<file path="src/rtl/cfgslv_pkg.sv">
`timescale 1ns/1ps
package cfgslv_pkg;
  localparam int NREG     = 22;
  localparam int BYTE_W   = 8;
  localparam int OFF_W    = 7;
  localparam int STAT_IDX = 10;
  localparam int CNT_IDX  = 15;

  typedef enum logic [2:0] {
    PH_IDLE, PH_ADDR, PH_CMD, PH_CNT, PH_WR, PH_RD, PH_SKIP
  } phase_t;

  function automatic logic [BYTE_W-1:0] rst_val(input int idx);
    case (idx)
      0:  return 8'hEF;
      1:  return 8'hC0;
      2:  return 8'hFF;
      3:  return 8'hF0;
      4:  return 8'h3C;
      5:  return 8'h05;
      6:  return 8'h02;
      7:  return 8'h3F;
      8:  return 8'h46;
      9:  return 8'h06;
      11: return 8'h81;
      12: return 8'hA0;
      15: return 8'h16;
      16: return 8'h40;
      default: return 8'h00;
    endcase
  endfunction

  function automatic logic [BYTE_W-1:0] wr_mask(input int idx);
    case (idx)
      0:  return 8'hEF;
      1:  return 8'hF8;
      2:  return 8'hFF;
      3:  return 8'h37;
      15: return 8'hFF;
      16: return 8'hC0;
      17, 18, 20, 21: return 8'hFF;
      19: return 8'h3F;
      default: return 8'h00;
    endcase
  endfunction
endpackage

</file>
<file path="src/rtl/cfgslv_sync.sv">
`timescale 1ns/1ps
module cfgslv_sync #(
  parameter int STAGES = 2
) (
  input  logic clk,
  input  logic rst_n,
  input  logic scl_i,
  input  logic sda_i,
  output logic scl_s,
  output logic sda_s,
  output logic rise_ev,
  output logic fall_ev,
  output logic start_ev,
  output logic stop_ev
);
  logic [STAGES-1:0] scl_pipe, sda_pipe;
  logic scl_q, sda_q;

  always_ff @(posedge clk or negedge rst_n) begin
    if (!rst_n) begin
      scl_pipe <= '1;
      sda_pipe <= '1;
      scl_q    <= 1'b1;
      sda_q    <= 1'b1;
    end else begin
      scl_pipe <= {scl_pipe[STAGES-2:0], scl_i};
      sda_pipe <= {sda_pipe[STAGES-2:0], sda_i};
      scl_q    <= scl_pipe[STAGES-1];
      sda_q    <= sda_pipe[STAGES-1];
    end
  end

  assign scl_s    = scl_pipe[STAGES-1];
  assign sda_s    = sda_pipe[STAGES-1];
  assign rise_ev  = scl_s & ~scl_q;
  assign fall_ev  = ~scl_s & scl_q;
  assign start_ev = scl_s & scl_q & sda_q & ~sda_s;
  assign stop_ev  = scl_s & scl_q & ~sda_q & sda_s;
endmodule

</file>
<file path="src/rtl/cfgslv_regs.sv">
`timescale 1ns/1ps
module cfgslv_regs
  import cfgslv_pkg::*;
(
  input  logic                   clk,
  input  logic                   rst_n,
  input  logic                   wr_valid,
  input  logic [OFF_W-1:0]       wr_idx,
  input  logic [BYTE_W-1:0]      wr_data,
  input  logic [BYTE_W-1:0]      status,
  input  logic [OFF_W-1:0]       rd_idx,
  output logic [BYTE_W-1:0]      rd_data,
  output logic [NREG*BYTE_W-1:0] image
);
  localparam int SEL_W = $clog2(NREG);

  logic [BYTE_W-1:0] view [NREG];

  for (genvar g = 0; g < NREG; g++) begin : g_byte
    if (g == STAT_IDX) begin : g_stat
      assign view[g] = status;
    end else begin : g_store
      localparam logic [BYTE_W-1:0] MASK = wr_mask(g);
      logic [BYTE_W-1:0] bank;
      always_ff @(posedge clk or negedge rst_n) begin
        if (!rst_n)
          bank <= rst_val(g);
        else if (wr_valid && wr_idx == OFF_W'(g))
          bank <= (bank & ~MASK) | (wr_data & MASK);
      end
      assign view[g] = bank;
    end
    assign image[g*BYTE_W +: BYTE_W] = view[g];
  end

  always_comb begin
    rd_data = '0;
    if (rd_idx < OFF_W'(NREG)) rd_data = view[rd_idx[SEL_W-1:0]];
  end
endmodule

</file>
<file path="src/rtl/cfgslv_engine.sv">
`timescale 1ns/1ps
module cfgslv_engine
  import cfgslv_pkg::*;
#(
  parameter logic [6:0] DEV_ADDR = 7'h69
) (
  input  logic              clk,
  input  logic              rst_n,
  input  logic              sda_s,
  input  logic              rise_ev,
  input  logic              fall_ev,
  input  logic              start_ev,
  input  logic              stop_ev,
  input  logic [BYTE_W-1:0] rd_data,
  output logic [OFF_W-1:0]  rd_idx,
  output logic              wr_valid,
  output logic [OFF_W-1:0]  wr_idx,
  output logic [BYTE_W-1:0] wr_data,
  output logic              sda_oe
);
  phase_t             phase;
  logic [3:0]         cnt;
  logic               in_ack, blk, cnt_first, active, byte_done, wr_ok;
  logic [BYTE_W-1:0]  sh, tx, remain;
  logic [OFF_W-1:0]   ptr, ptr_nx;

  always_comb begin
    active    = (phase != PH_IDLE) && (phase != PH_SKIP);
    byte_done = fall_ev && !in_ack && (cnt == 4'd8) && (phase != PH_RD);
    wr_ok     = (remain != '0) && (ptr < OFF_W'(NREG));
    wr_valid  = active && byte_done && (phase == PH_WR) && wr_ok;
    wr_idx    = ptr;
    wr_data   = sh;
    rd_idx    = cnt_first ? OFF_W'(CNT_IDX) : ptr;
    ptr_nx    = (ptr == '1) ? ptr : ptr + 1'b1;
  end

  always_ff @(posedge clk or negedge rst_n) begin
    if (!rst_n) begin
      phase <= PH_IDLE; cnt <= '0; in_ack <= 1'b0; sda_oe <= 1'b0;
      sh <= '0; tx <= '0; remain <= '0; ptr <= '0; blk <= 1'b0; cnt_first <= 1'b0;
    end else if (start_ev) begin
      phase <= PH_ADDR; cnt <= '0; in_ack <= 1'b0; sda_oe <= 1'b0;
    end else if (stop_ev) begin
      phase <= PH_IDLE; cnt <= '0; in_ack <= 1'b0; sda_oe <= 1'b0;
    end else if (active) begin
      if (rise_ev) begin
        if (!in_ack) begin
          sh  <= {sh[BYTE_W-2:0], sda_s};
          cnt <= cnt + 4'd1;
        end else if (phase == PH_RD && sda_s) begin
          phase <= PH_SKIP;                 // host NACK ends the read
        end
      end
      if (fall_ev) begin
        if (in_ack) begin
          in_ack <= 1'b0;
          cnt    <= '0;
          if (phase == PH_RD) begin
            tx     <= rd_data;
            sda_oe <= ~rd_data[BYTE_W-1];
            if (cnt_first) cnt_first <= 1'b0;
            else           ptr       <= ptr_nx;
          end else begin
            sda_oe <= 1'b0;
          end
        end else if (phase == PH_RD) begin
          if (cnt == 4'd8) begin
            sda_oe <= 1'b0;
            in_ack <= 1'b1;
          end else begin
            sda_oe <= ~tx[BYTE_W-2];
            tx     <= {tx[BYTE_W-2:0], 1'b0};
          end
        end else if (cnt == 4'd8) begin
          in_ack <= 1'b1;
          cnt    <= '0;
          sda_oe <= 1'b0;
          case (phase)
            PH_ADDR: begin
              if (sh[7:1] == DEV_ADDR) begin
                sda_oe    <= 1'b1;
                phase     <= sh[0] ? PH_RD : PH_CMD;
                cnt_first <= sh[0] & blk;
              end else phase <= PH_SKIP;
            end
            PH_CMD: begin
              if (sh[7]) begin
                sda_oe <= 1'b1; phase <= PH_WR;
                ptr <= sh[6:0]; blk <= 1'b0; remain <= 8'd1;
              end else if (sh[6:0] == '0) begin
                sda_oe <= 1'b1; phase <= PH_CNT;
                ptr <= '0; blk <= 1'b1;
              end else phase <= PH_SKIP;
            end
            PH_CNT: begin
              sda_oe <= 1'b1; phase <= PH_WR; remain <= sh;
            end
            PH_WR: begin
              if (wr_ok) begin
                sda_oe <= 1'b1;
                ptr    <= ptr_nx;
                remain <= remain - 8'd1;
              end else phase <= PH_SKIP;
            end
            default: phase <= PH_SKIP;
          endcase
        end
      end
    end
  end
endmodule

</file>
<file path="src/rtl/cfgslv_top.sv">
`timescale 1ns/1ps
module cfgslv_top
  import cfgslv_pkg::*;
#(
  parameter int         SYNC_STAGES = 2,
  parameter logic [6:0] DEV_ADDR    = 7'h69
) (
  input  logic                   clk,
  input  logic                   rst_n,
  input  logic                   scl_i,
  input  logic                   sda_i,
  output logic                   sda_o,
  output logic                   sda_oe,
  input  logic [1:0]             freq_sel_i,
  input  logic [2:0]             pcie_en_i,
  output logic [NREG*BYTE_W-1:0] cfg_o
);
  logic scl_s, sda_s, rise_ev, fall_ev, start_ev, stop_ev;
  logic wr_valid;
  logic [OFF_W-1:0]  wr_idx, rd_idx;
  logic [BYTE_W-1:0] wr_data, rd_data, status;

  assign status = {freq_sel_i, pcie_en_i, 3'b000};
  assign sda_o  = 1'b0;

  cfgslv_sync #(.STAGES(SYNC_STAGES)) u_sync (
    .clk(clk), .rst_n(rst_n), .scl_i(scl_i), .sda_i(sda_i),
    .scl_s(scl_s), .sda_s(sda_s), .rise_ev(rise_ev), .fall_ev(fall_ev),
    .start_ev(start_ev), .stop_ev(stop_ev)
  );

  cfgslv_engine #(.DEV_ADDR(DEV_ADDR)) u_eng (
    .clk(clk), .rst_n(rst_n), .sda_s(sda_s), .rise_ev(rise_ev),
    .fall_ev(fall_ev), .start_ev(start_ev), .stop_ev(stop_ev),
    .rd_data(rd_data), .rd_idx(rd_idx), .wr_valid(wr_valid),
    .wr_idx(wr_idx), .wr_data(wr_data), .sda_oe(sda_oe)
  );

  cfgslv_regs u_regs (
    .clk(clk), .rst_n(rst_n), .wr_valid(wr_valid), .wr_idx(wr_idx),
    .wr_data(wr_data), .status(status), .rd_idx(rd_idx),
    .rd_data(rd_data), .image(cfg_o)
  );
endmodule

</file>
<file path="config.mk">
export PLATFORM = sky130hd
export DESIGN_NAME = cfgslv_top
export DESIGN_NICKNAME = d
export VERILOG_FILES = /design/src/rtl/cfgslv_pkg.sv /design/src/rtl/cfgslv_sync.sv /design/src/rtl/cfgslv_regs.sv /design/src/rtl/cfgslv_engine.sv /design/src/rtl/cfgslv_top.sv
export SDC_FILE = /design/constraint.sdc
export NUM_CORES = 1
export LEC_CHECK = 0
export ABC_AREA = 1
export ABC_CLOCK_PERIOD_IN_PS = 6000
export BUFFER_PORTS_ARGS = -buffer_cell sky130_fd_sc_hd__buf_2
export CORE_MARGIN = 3
export CORE_UTILIZATION = 30
export CTS_CLUSTER_DIAMETER = 60
export DETAILED_ROUTE_END_ITERATION = 10
export GPL_TIMING_DRIVEN = 0
export PLACE_DENSITY = 0.51
export SETUP_SLACK_MARGIN = 0.1
export SLEW_MARGIN = 10
export SYNTH_ARGS = -nofsm -noshare
export SYNTH_HDL_FRONTEND = slang
export SYNTH_SLANG_ARGS = --single-unit
</file>
<file path="constraint.sdc">
create_clock -name clk -period 6 [get_ports clk]
set_input_delay 0.6 -clock clk [delete_from_list [all_inputs] [get_ports clk]]
set_output_delay 0.6 -clock clk [all_outputs]
set_load 0.05 [all_outputs]
</file>
==> run_results.csv, run 1 <==
group,metric,value,unit
setup_path,cp.depth,14,
placement,dp_cells,1441,
sta,finalCritPeriodShare,44.4,%
pwr,ir_drop,0.138,mV
clock_network,cts_resized,0,
clock_network,cts_root_buffer,"clkbuf_16",
setup_path,crit_path_max_incr_delay,560,ps
sta,setup_ws,3330,ps
drt,drt-initial-drc-count,605,
status,status,"completed",
placement,hpwl,17900,µm
synthesis,yosys.area.top_type_share,31.0,%
finish,final_nets,1162,
setup_path,cp_cell_sequence,"buf_2, nor2_1, inv_1, clkbuf_1, ha_1, nand2_1, nand2_1, inv_1, nand2_1, nand2_1, nand2_1, o21ai_0, nand3_1, nand2_1",
sta,maxClockFrequency,375,MHz
synthesis,ys_seq_elements,120,
grt,track_usage,18.2,%
clock_network,htreeDepth,4,
setup_path,path_class,"flop to flop",
setup_path,cp_slowest_cell,"clkbuf_1",
clock_network,cts.path.max_buffers,2,
setup_path,cp-start-kind,"flop",
drt,routed-via-count,6761,
sta,finalMaxSlewViolations,0,
finish,syn2layout_area_growth,24.9,%
synthesis,synth-main-ff-cell,"dfrtp_1",
drt,via_per_inst,4.59,
finish,drive_above_1_share,26.3,%
sta,holdWs,146,ps
pwr,p_leak,4.58,nW
grt,grt-ovfl-total,0,
synthesis,avgSynthCellArea,7.85,µm²
setup_path,endpoint_kind,"flop",
drt,wirelength,24000,µm
setup_path,timing.critical_path.mode_cell,"nand2_1",
placement,dp_slack,3420,ps
setup_path,crit_family,"buffers and inverters",
drt,wire_per_inst,16.3,µm
die,initial_core_util,31.0,%
drt,drcViolationCount,0,
drt,dr.pass1.iters,5,
die,die_h,163,µm
synthesis,async_reset_ff_share,100,%
job,drv_cap,0,
synthesis,synthTopCellsByArea,"dfrtp_1 31%, nand2_1 11%, buf_4 11%",
clock_network,clkTransAtPathRegs,60,ps
setup_path,critical_path_peak_fanout,10,
placement,numPortBuffers,87,
grt,grt_max_degree,63,
setup_path,critPathBufInv,4,
die,die_area,26400,µm²
clock_network,cts_sinks,120,
finish,diodes,0,
die,rows,56,
sta,setup_viol,0,
die,ios,187,
sta,fin_crit,2670,ps
synthesis,netlist_top_cells_count,"211 x nand2_1, 111 x o21ai_0, 104 x buf_4",
setup_path,reg2reg_depth,14,
sta,slew_headroom,42.2,%
sta,finalHoldViolCount,0,
synthesis,syn-cell-area,7350,µm²
clock_network,clkLatencyLatePin,430,ps
clock_network,cts_hold_buf,0,
worst_hold_path,holdCritPathClass,"primary input to async pin",
synthesis,yosysMostFrequentCell,"nand2_1",
sta,worstMarginPinSlew,867,ps
clock_network,cts_setup_buffers,0,
setup_path,worstPathRequired,6360,ps
drt,ant_nets,0,
synthesis,synth_cell_type_count,49,
grt,grt_pass1_wl,37200,µm
synthesis,synth_enable_flop_cells,0,
pwr,powerDensity,271,nW/µm²
finish,stdcell_count,1473,
synthesis,yosysTopAreaCell,"dfrtp_1",
die,chipWidth,163,µm
synthesis,yosys_warnings,0,
sta,tns,0,ps
sta,rsz0062_at_grt,"false",
synthesis,seq_area_frac_synth,41.3,%
grt,antenna_found_initial,0,
synthesis,syn_inst,937,
grt,grt_pass1_vias,6299,
clock_network,numCtsBuffers,17,
placement,gp_congestion,0.873,
clock_network,cts_tree,"built",
sta,final.setup_skew,22.0,ps
die,design.core.area,23800,µm²
setup_path,cp_data_arrival_time,3020,ps
-- worst reg2reg max path, delay by kind of cell (launching register included) --
| kind | cells | cell delay (ps) |
|---|---|---|
| buffers and inverters | 4 | 1170 |
| AND/OR/NAND/NOR | 8 | 590 |
| adder cells (fa/ha/maj) | 1 | 350 |
| AO/OA/AOI/OAI | 1 | 110 |
| flip-flops | 1 | 370 |
-- kinds of logic (layout without fill, tap and decap cells) --
kind of cell	after synthesis	after routing	synth area share, %
AND/OR/NAND/NOR	374	374	23.7
buffers and inverters	214	334	16.8
AO/OA/AOI/OAI	208	208	15.2
flip-flops	120	120	41.3
adder cells (fa/ha/maj)	12	12	2.04
XOR/XNOR	7	7	0.834
other	2	99	0.102
-- layer usage --
layer | part of all wire [%] | global-route usage (%)
met1 | 47 | 27.2
met2 | 45 | 27.4
met3 | 7.1 | 3.54
met4 | 0.75 | 3.46
met5 | 0 | 0
-- flip-flops by register name, summed over array words and instances, names as in the netlist, 2 cells and up --
name,flops
u_eng.phase,3
u_eng.cnt,4
u_eng.wr_data,8
u_eng.wr_idx,7
u_regs.g_byte.g_store.bank,73
u_sync.scl_pipe,2
u_eng.tx,7
u_eng.remain,8
u_sync.sda_pipe,2
-- metrics by stage --
stage               utilization (%)  total power, mW  cell area [µm²]
floorplan                         -             1.29             7720
global placement               36.0             1.46             8550
detailed placement             36.1             1.46             8590
CTS                            38.7             2.50             9180
global route                   38.7             2.60             9180
finish                         38.7             2.49             9180
-- final timing paths --
path / from / end / slack, ps
worst max-delay path: u_eng.wr_idx[0] / u_eng.tx[5] / 3330
worst min-delay path: rst_n / u_eng.remain[7] / 150
worst max register to register: u_eng.wr_idx[0] / u_eng.tx[5] / 3330
worst min register to register: u_sync.scl_pipe[0] / u_sync.scl_pipe[1] / 350
max in group asynchronous: rst_n / u_regs.g_byte[2].g_store.bank[3] / 5100
min in group clk: scl_i / u_sync.scl_pipe[0] / 290
-- where the power goes --
group,internal (mW),switching (mW)
Clock,0.636,0.403
Sequential,0.853,0.0398
Combinational,0.119,0.436
-- final cells by class --
| class | count | area (µm²) |
|---|---|---|
| Buffer | 140 | 956 |
| Clock buffer | 19 | 453 |
| Clock inverter | 13 | 143 |
| Fill cell | 2526 | 14600 |
| Inverter | 74 | 278 |
| Multi-Input combinational cell | 700 | 3440 |
| Sequential cell | 120 | 3040 |
| Tap cell | 319 | 399 |
| Timing Repair Buffer | 88 | 469 |
-- cell usage in the layout, fill, tap and decap left out, types with 3 or more instances in the layout --
cell          n
nor2_4        4
clkbuf_1     18
nor2_2        4
nand4_4       4
ha_1         12
buf_6         4
dfstp_2      29
clkbuf_16    17
o21ai_0     111
nand3_1      54
clkinv_1      3
clkinvlp_4    4
nor3_1        9
a31oi_1       3
nand2_4       4
o211ai_1     10
nand2_2       4
o22ai_1       5
nand2_1     211
buf_4       104
inv_6         4
nand3_2       4
inv_1        68
nor2_1       58
nand4_1       8
a21oi_1      31
buf_2        99
o21ai_1      33
dfrtp_1      91
a22oi_1       6
inv_2         4
conb_1       99
xor2_1        7
Note: power is estimated with default switching activity, not from simulation.
==> run 2, diff against run 1 <==
Settings changed: ABC_AREA 1 to 0, ABC_CLOCK_PERIOD_IN_PS 6000 to 2500.
Clock period 6 ns to 2.5 ns, I/O delays scaled along.
==> run_results.csv, run 2 <==
group,metric,value,unit
status,status,"completed",
die,die_h,163,µm
clock_network,clkLatencyLatePin,430,ps
setup_path,cp_cell_sequence,"or3_4, or4_4, nand3_4, nor3_4, buf_4, nand3_4, mux2_2",
pwr,p_sw,2.02,mW
synthesis,synth-main-ff-cell,"dfrtp_1",
sta,slew_headroom,52.7,%
placement,placed_area,8620,µm²
drt,drt-initial-drc-count,416,
drt,dr.pass1.iters,5,
setup_path,cp_data_arrival_time,2690,ps
synthesis,yosysTopAreaCell,"dfrtp_1",
synthesis,yosys.area_share.adder,2.03,%
synthesis,netlist_top_cells_count,"105 x buf_4, 91 x dfrtp_1, 75 x mux2_2",
synthesis,synth_cell_type_count,72,
placement,gp_congestion,0.919,
drt,routed-via-count,6281,
die,design.core.area,23800,µm²
synthesis,async_reset_ff_share,100,%
synthesis,yosysMostFrequentCell,"buf_4",
worst_hold_path,holdCritPathClass,"primary input to async pin",
placement,numPortBuffers,87,
setup_path,cp.depth,7,
drt,via_per_inst,4.82,
placement,hpwl,16800,µm
grt,grt_max_degree,72,
sta,final.setup_skew,12.6,ps
setup_path,endpoint_kind,"flop",
pwr,power_switching_share,34.8,%
finish,final_cell_mix,"140 x buf_4, 99 x conb_1, 90 x dfrtp_1, 88 x buf_2, 75 x mux2_2",
die,ios,187,
finish,final_util,41.1,%
pwr,intPower,3.80,mW
grt,grt_pass1_wl,35600,µm
sta,setup_viol,0,
sta,finalHoldViolCount,0,
pwr,share_comb_of_total_power,20.7,%
sta,rsz0062_at_grt,"true",
finish,largest_reg_flops,73,
setup_path,cp_slowest_cell,"or4_4",
finish,syn2layout_area_growth,32.6,%
job,drv_cap,0,
synthesis,synthXorXnorAreaFrac,0.610,%
sta,worstMarginPinSlew,709,ps
sta,fin_crit,2380,ps
sta,tns,0,ps
drt,wire_per_inst,17.9,µm
clock_network,htreeDepth,4,
setup_path,timing.critical_path.mode_cell,"nand3_4",
setup_path,cp-start-kind,"flop",
synthesis,synth_compound_area_share,15.1,%
finish,layout_commonest_cell,"buf_4",
pwr,ir_drop,0.468,mV
setup_path,reg2reg_depth,7,
grt,track_usage,17.4,%
sta,finalCritPeriodShare,95.2,%
setup_path,crit_family,"simple AND/OR/NAND/NOR gates",
pwr,powerDensity,595,nW/µm²
pwr,power,5.82,mW
synthesis,syn-cell-area,7380,µm²
clock_network,cts_tree,"built",
finish,final_nets,991,
die,rows,56,
setup_path,crit_path_max_incr_delay,550,ps
pwr,p_leak,4.72,nW
clock_network,numCtsBuffers,17,
synthesis,yosys.area.top_type_share,30.9,%
drt,drcViolationCount,0,
setup_path,critPathBufInv,1,
grt,grt-ovfl-total,0,
clock_network,cts_root_buffer,"clkbuf_16",
clock_network,cts_sinks,120,
die,initial_core_util,31.0,%
synthesis,synth_top_family_by_area,"compound AO/OA/AOI/OAI gates",
drt,ant_nets,0,
pwr,p_seq_share,37.9,%
pwr,power.share.clock,41.4,%
synthesis,yosys_warnings,0,
die,die_area,26500,µm²
setup_path,path_class,"flop to flop",
finish,design_area,9790,µm²
synthesis,avgSynthCellArea,10.1,µm²
finish,top_register,"u_regs.g_byte.g_store.bank",
finish,diodes,0,
clock_network,clkTransAtPathRegs,60,ps
synthesis,seq_area_frac_synth,41.2,%
synthesis,synthTopCellsByArea,"dfrtp_1 31%, mux2_2 11%, buf_4 11%",
clock_network,cts.path.max_buffers,2,
grt,antenna_found_initial,0,
synthesis,synthSimpleGateAreaFrac,12.1,%
synthesis,synth_enable_flop_cells,0,
sta,finalMaxSlewViolations,0,
setup_path,critical_path_peak_fanout,6,
grt,grt_pass1_vias,6018,
synthesis,ys_seq_elements,120,
die,chipWidth,163,µm
setup_path,worstPathRequired,2810,ps
finish,drive_above_1_share,44.9,%
drt,wirelength,23300,µm
synthesis,synthMuxAreaShare,14.9,%
sta,maxClockFrequency,420,MHz
synthesis,syn_inst,730,
==> run 2: changes by cell type after synthesis, sizes merged, moves of 7 or more <==
cell / delta
clkbuf: +18
mux2: +83
nand2: -174
nor2: -39
mux2i: +11
nand3: -42
o21ai: -106
buf: -7
a22o: +13
a31oi: +8
o211ai: -8
nand2b: +9
inv: -59
==> run 2: worst register-to-register path, stage by stage, from the launching register on <==
cell and delay (ps):
dfrtp_1 400, or3_4 420, or4_4 550, nand3_4 170, nor3_4 80, buf_4 160, nand3_4 150, mux2_2 350
==> run 2: power groups by stage <==
stage	logic (mW)	registers, mW	clock network [mW]
floorplan	0.844	2.17	0
global placement	1.11	2.23	0
detailed placement	1.12	2.24	0
CTS	1.18	2.20	2.44
global route	1.30	2.23	2.53
finish	1.21	2.21	2.41
==> run 2: cells by family (layout without fill, tap and decap cells) <==
group                      after synthesis  count (layout)
adders and majority gates               12              12
buffers and inverters                  166             322
muxes                                   95              95
other                                    2              99
AOI/OAI and AO/OA                      164             164
xor gates and xnor gates                 3               3
and+or+nand+nor                        168             168
DFF                                    120             120
==> run 2: final timing paths <==
check                              startpoint                                 to  slack, ps
min                                     rst_n                   u_eng.wr_data[3]        340
max reg2reg                   u_eng.remain[4]  u_regs.g_byte[19].g_store.bank[5]        120
max                           u_eng.remain[4]  u_regs.g_byte[19].g_store.bank[5]        120
min in group clk           u_sync.sda_pipe[0]                 u_sync.sda_pipe[1]        360
min reg2reg                u_sync.sda_pipe[0]                 u_sync.sda_pipe[1]        360
max in group asynchronous               rst_n  u_regs.g_byte[15].g_store.bank[2]       1380
==> run 2: final cells by class <==
| type | instances | area (µm²) |
|---|---|---|
| Timing Repair Buffer | 126 | 791 |
| Clock inverter | 14 | 141 |
| Sequential cell | 120 | 3040 |
| Multi-Input combinational cell | 541 | 3880 |
| Clock buffer | 18 | 429 |
| Inverter | 15 | 67.6 |
| Fill cell | 2404 | 14000 |
| Tap cell | 319 | 399 |
| Buffer | 149 | 1040 |
==> run 2: repair_timing <==
action,4_1_cts,5_1_grt
pin swaps,9,11
setup endpoints to repair,96,95
buffers inserted,25,10
gates resized for setup,45,49
hold buffers,3,0
hold endpoints to repair,38,0
==> run 2: layer usage <==
metal | share of wire [%] | wire [µm] | global-route usage, %
met1 | 44 | 10300 | 24.2
met2 | 46 | 10700 | 27.8
met3 | 8.4 | 1970 | 3.23
met4 | 1.8 | 416 | 4.65
met5 | 0 | 0 | 0
==> run 2: stage by stage <==
| step | worst slack, ps | hold slack (ps) | std cells |
|---|---|---|---|
| floorplan | 14.0 | -45.6 | 827 |
| global placement | -826 | 347 | 1233 |
| detailed placement | -831 | 236 | 1234 |
| CTS | 56.2 | 353 | 1293 |
| global route | 56.2 | 365 | 1302 |
| finish | 121 | 344 | 1302 |
